## src/rtl/angle_serial_port.sv

```systemverilog
module angle_serial_port #(
  parameter int ANGLE_W     = 12,
  parameter int SYNC_STAGES = 2
) (
  input  logic               clk,
  input  logic               rst_n,
  input  logic               cs_n,
  input  logic               sclk,
  input  logic [ANGLE_W-1:0] angle,
  output logic               data_out,
  output logic               data_oe,
  output logic               snap_strobe
);
  localparam int CNT_W   = $clog2(ANGLE_W + 2);
  localparam int LAST_CT = ANGLE_W + 1;

  logic [SYNC_STAGES-1:0] cs_sync, sck_sync;
  logic                   cs_d, sck_d;
  logic                   cs_s, sck_s, cs_fall, sck_fall, shift_en;
  logic [ANGLE_W:0]       shreg;
  logic [CNT_W-1:0]       cnt;
  logic                   oe_q;

  always_ff @(posedge clk or negedge rst_n) begin
    if (!rst_n) begin
      cs_sync  <= '1;
      sck_sync <= '1;
      cs_d     <= 1'b1;
      sck_d    <= 1'b1;
    end else begin
      cs_sync  <= {cs_sync[SYNC_STAGES-2:0], cs_n};
      sck_sync <= {sck_sync[SYNC_STAGES-2:0], sclk};
      cs_d     <= cs_s;
      sck_d    <= sck_s;
    end
  end

  assign cs_s     = cs_sync[SYNC_STAGES-1];
  assign sck_s    = sck_sync[SYNC_STAGES-1];
  assign cs_fall  = cs_d & ~cs_s;
  assign sck_fall = sck_d & ~sck_s;
  assign shift_en = ~cs_s & oe_q & sck_fall;

  always_ff @(posedge clk or negedge rst_n) begin
    if (!rst_n) begin
      shreg       <= '0;
      oe_q        <= 1'b0;
      snap_strobe <= 1'b0;
    end else begin
      oe_q        <= ~cs_s;
      snap_strobe <= cs_fall;
      if (cs_fall)
        shreg <= {1'b0, angle};
      else if (shift_en)
        shreg <= {shreg[ANGLE_W-1:0], 1'b0};
    end
  end

  always_ff @(posedge clk or negedge rst_n) begin
    if (!rst_n)
      cnt <= '0;
    else if (cs_fall)
      cnt <= '0;
    else if (shift_en && cnt != CNT_W'(LAST_CT))
      cnt <= cnt + 1'b1;
  end

  assign data_oe  = oe_q;
  assign data_out = oe_q & shreg[ANGLE_W];

  p_open_with_snap_r2: assert property (@(posedge clk) disable iff (!rst_n)
    $rose(data_oe) |-> snap_strobe);

  p_void_first_r3: assert property (@(posedge clk) disable iff (!rst_n)
    snap_strobe |-> (data_oe && !data_out));

  p_hold_between_falls_r8: assert property (@(posedge clk) disable iff (!rst_n)
    (data_oe && $past(data_oe) && !$past(sck_fall)) |-> $stable(data_out));

  p_zero_fill_r5: assert property (@(posedge clk) disable iff (!rst_n)
    (data_oe && cnt == CNT_W'(LAST_CT)) |-> !data_out);

  p_no_snap_while_open_r7: assert property (@(posedge clk) disable iff (!rst_n)
    snap_strobe |-> !$past(data_oe));

  p_hiz_quiet_r1: assert property (@(posedge clk) disable iff (!rst_n)
    !data_oe |-> !data_out);
endmodule

```

## config.mk

```make
export PLATFORM = sky130hd
export DESIGN_NAME = angle_serial_port
export DESIGN_NICKNAME = d
export VERILOG_FILES = /design/src/rtl/angle_serial_port.sv
export SDC_FILE = /design/constraint.sdc
export NUM_CORES = 1
export LEC_CHECK = 0
export ABC_AREA = 1
export ABC_CLOCK_PERIOD_IN_PS = 2100
export BUFFER_PORTS_ARGS = -buffer_cell sky130_fd_sc_hd__buf_2
export CAP_MARGIN = 10
export CORE_MARGIN = 2
export CORE_UTILIZATION = 25
export CTS_BUF_LIST = sky130_fd_sc_hd__clkbuf_2
export CTS_CLUSTER_DIAMETER = 100
export DETAILED_ROUTE_END_ITERATION = 12
export PLACE_DENSITY = 0.53
export SLEW_MARGIN = 20
export SYNTH_ARGS = -nofsm -noshare
export SYNTH_HDL_FRONTEND = slang
export SYNTH_SLANG_ARGS = --single-unit
```

## constraint.sdc

```tcl
create_clock -name clk -period 2.1 [get_ports clk]
set_input_delay 0.42 -clock clk [delete_from_list [all_inputs] [get_ports clk]]
set_output_delay 0.42 -clock clk [all_outputs]
set_load 0.01 [all_outputs]
```

# After elaboration in Yosys (flattened, before gate mapping)
# Index checks and enable logic that the tools add are counted.
# word_totals
reg_bits,21
out_inout_bits,3
elab_cells,17
# classes
mux,2
n_bitwise,7
reduce_logical,1
# op_table
operator,n
$mux 13,2
$and 1x1->1,5
$not 1->1,2
$reduce_bool 2->1,1

# Depth between registers and ports, before layout
# logic_depth
ltp_word,5
mapped_depth,7
depth_no_buf,6

# Worst setup path before layout
# OpenSTA, ideal clock, no wires.
# synth_timing
path_kind,reg2reg
from,register cs_sync[1]
to,register shreg[6]
arrival_ns,0.963
t_required_ns,1.984
slack_ns,1.021
path_stages_with_launch,7
path_buffers,1
synth_period_minus_slack_ns,1.079
path_cell_list,dfstp_2 -> inv_2 -> nand2_4 -> nand2_2 -> buf_6 -> nand2_1 -> nand2_1
# synth_between
elab_chain_len,4
elab_cells_between_ends,6
cone_classes,mux: 1; bitwise: 4; reduce/logical: 1
# synth_lines
item,line,rtl
"start, declared",17,"logic [SYNC_STAGES-1:0] cs_sync, sck_sync;"
"start signal, assigned",31,"cs_sync <= {cs_sync[SYNC_STAGES-2:0], cs_n};"
$not 1->1 (*),"40, 42",
$and 1x1->1 (2 in series),42,assign shift_en = ~cs_s & oe_q & sck_fall;
$reduce_bool 2->1 (no source line),n/a,
"end signal, assigned",53,"shreg <= {1'b0, angle};"
"end signal, assigned",55,"shreg <= {shreg[ANGLE_W-1:0], 1'b0};"
"end, declared",20,logic [ANGLE_W:0] shreg;
# Every way passes the cells marked *; elsewhere a longest branch is shown, timed or not.
# A chain may end at the register's enable or synchronous reset.

# Worst setup path in the final report
# layout_timing
from,register cs_sync[1]
to,register shreg[2]
# Same word-level chain as after synthesis.

==> flow_summary.json <==
{
  "synthArstFlopShare_pct": 100,
  "required_ps": 2340,
  "gp_congestion": 0.746,
  "fin_crit_sh_pct": 67.1,
  "dpl_cell_area_um2": 1040,
  "initial_core_util_pct": 26.0,
  "ys.flop_type": "dfrtp_1",
  "drtAntennaViolNets": 0,
  "postSynthCellCount": 109,
  "status": "finished, final reports clean",
  "fillers": 400,
  "placed_cells": 169,
  "total_power_mw": 0.793,
  "finalHoldViolCount": 0,
  "final.setup.tns_ps": 0,
  "fp.dieW_um": 65.5,
  "syn_avg_cell_area_um2": 8.67,
  "finalNetCount": 143,
  "dr.pass1.iters": 4,
  "timing.hold.ws_ps": 164,
  "hp-class": "input port to register",
  "cts_tree": "built",
  "port_buffers": 18,
  "clk_pin_slew_ps": 200,
  "overflow": 0,
  "p_leak_nw": 0.590,
  "syn-cell-area_um2": 945,
  "grt_usage_pct": 9.66,
  "drt_iter0_drc": 15,
  "area_delta_synth_final_pct": 13.4,
  "worstMarginPinSlew_ps": 436,
  "post_cts_resized": 0,
  "design_area_um2": 1070,
  "ys_warn_count": 0,
  "place_ws_ps": 724,
  "ys_ff_latch": 21,
  "ios": 19,
  "crit_chain": "inv_2, nand2_4, nand2_2, nand2_1, nand2_1",
  "setup_viol": 0,
  "pwr_density_cell_nw_per_um2": 741,
  "wl_um": 1760,
  "clk_path_buf_depth": 2,
  "grt_pass1_wl_um": 3140,
  "dieHeight_um": 65.5,
  "reg2reg_from": "cs_sync[1]",
  "fin_skew_ps": 4.93,
  "synth_top_area_share_pct": 39.7,
  "rows": 22,
  "layoutNonFillerInstCount": 174,
  "cts.sinks": 21,
  "slowest_delay_ps": 610,
  "vdd_drop_max_mv": 0.307,
  "grt_setup_unrepaired": "false",
  "drt-wirelength-per-cell_um": 10.1,
  "max_slew_margin_pct": 70.9,
  "yosys.area.top_type": "dfrtp_1",
  "htreeDepth": 1,
  "grt_max_degree": 28,
  "final_core_util_pct": 29.5,
  "grt_pass1_vias": 730,
  "synth_cell_type_count": 13,
  "remaining_drc_errors": 0,
  "dieArea_um2": 4290,
  "max_freq_ghz": 0.709,
  "crit_start": "cs_sync[1]",
  "slowest_stage": "dfstp_2",
  "cts_buffers": 3,
  "synth_area_leaders": "dfrtp_1, nand2_1, dfstp_2",
  "end_kind": "register",
  "synthTopCellsByCount": "nand2_1, nand3_1, dfrtp_1",
  "dp_hpwl_um": 1240,
  "syn_nets": 125,
  "worstHoldStart": "cs_n",
  "vias": 745,
  "cpMostUsedCell": "nand2_1",
  "crit_path_start_kind": "register",
  "insertion_delay_ps": 320,
  "synth_most_common_cell": "nand2_1",
  "cts_root_buffer": "clkbuf_2",
  "antenna_found_initial": 0,
  "min_period_ps": 1410,
  "maxSlewViolCount": 0,
  "synth_edf_count": 0,
  "fin_ws_ps": 690,
  "critical_path_class": "register to register",
  "critPathMaxFanout": 27,
  "drive_gt1_share_pct": 26.2,
  "via_per_inst": 4.28,
  "drv_cap": 0,
  "core-area_um2": 3630,
  "n_antenna_cell": 0,
  "critPathArrivalTime_ps": 1650,
  "yosysSeqAreaShare_pct": 56.4
}
==> routing by layer <==
metal  vias to the layer above  global-route usage [%]  part of all wire [%]
met1                       342                    13.8                    52
met4                         0                    6.25                   1.5
met3                         2                    1.71                   3.7
met5                         -                       0                     0
met2                        18                    13.3                    42
li1                        383                       -                     -
==> worst max-delay path, delay by kind of cell, from the launching register on <==
family                 cells  cell delay, ps
flip-flops                 1             610
buffers and inverters      1             120
AND/OR/NAND/NOR            4             590
==> repair_timing <==
action,4_1_cts,5_1_grt
setup buffers,0,0
hold buffers,1,0
hold endpoints to repair,7,0
==> final cells by class <==
type	instances	area, µm²	area share, %
flip-flops and latches	21	533	49.8
clock buffers	3	15.0	1.40
well taps	48	60.1	5.61
repair buffers	19	100	9.35
inverters	4	15.0	1.40
multi-input cells	78	340	31.8
clock inverters	1	7.51	0.701
==> layout by cell type, fill, tap and decap left out, drive strengths merged <==
cell,instances
inv,4
buf,18
dfstp,6
clkinvlp,1
nand3,24
dlygate4sd3,1
nand4,1
clkbuf,3
dfrtp,15
nor2,1
nand2,52
==> state kept, by name, summed over array words and instances (netlist names) <==
name and count:
shreg 13, cs_sync 2, sck_sync 2, cs_d 1, data_oe 1, sck_d 1, snap_strobe 1
==> where the power goes <==
group / internal [mW] / switching [mW] / leakage [nW]
Clock: 0.0443 / 0.126 / 0.0126
Sequential: 0.462 / 0.0324 / 0.252
Combinational: 0.0548 / 0.0738 / 0.325
==> logic make-up after synthesis <==
logic type             Yosys count  share of synthesized area, %
AND/OR/NAND/NOR                 78                          36.0
flip-flops                      21                          56.4
buffers and inverters           10                          7.55
==> worst paths after layout <==
kind,to,slack [ps],cells after the start
max,shreg[2],690,5
min in group asynchronous,shreg[12],540,2
max in group asynchronous,sck_sync[0],1230,2
min,cs_sync[0],160,1
max reg2reg,shreg[2],690,5
min reg2reg,sck_sync[1],370,0
Note: power is estimated with default switching activity, not from simulation.
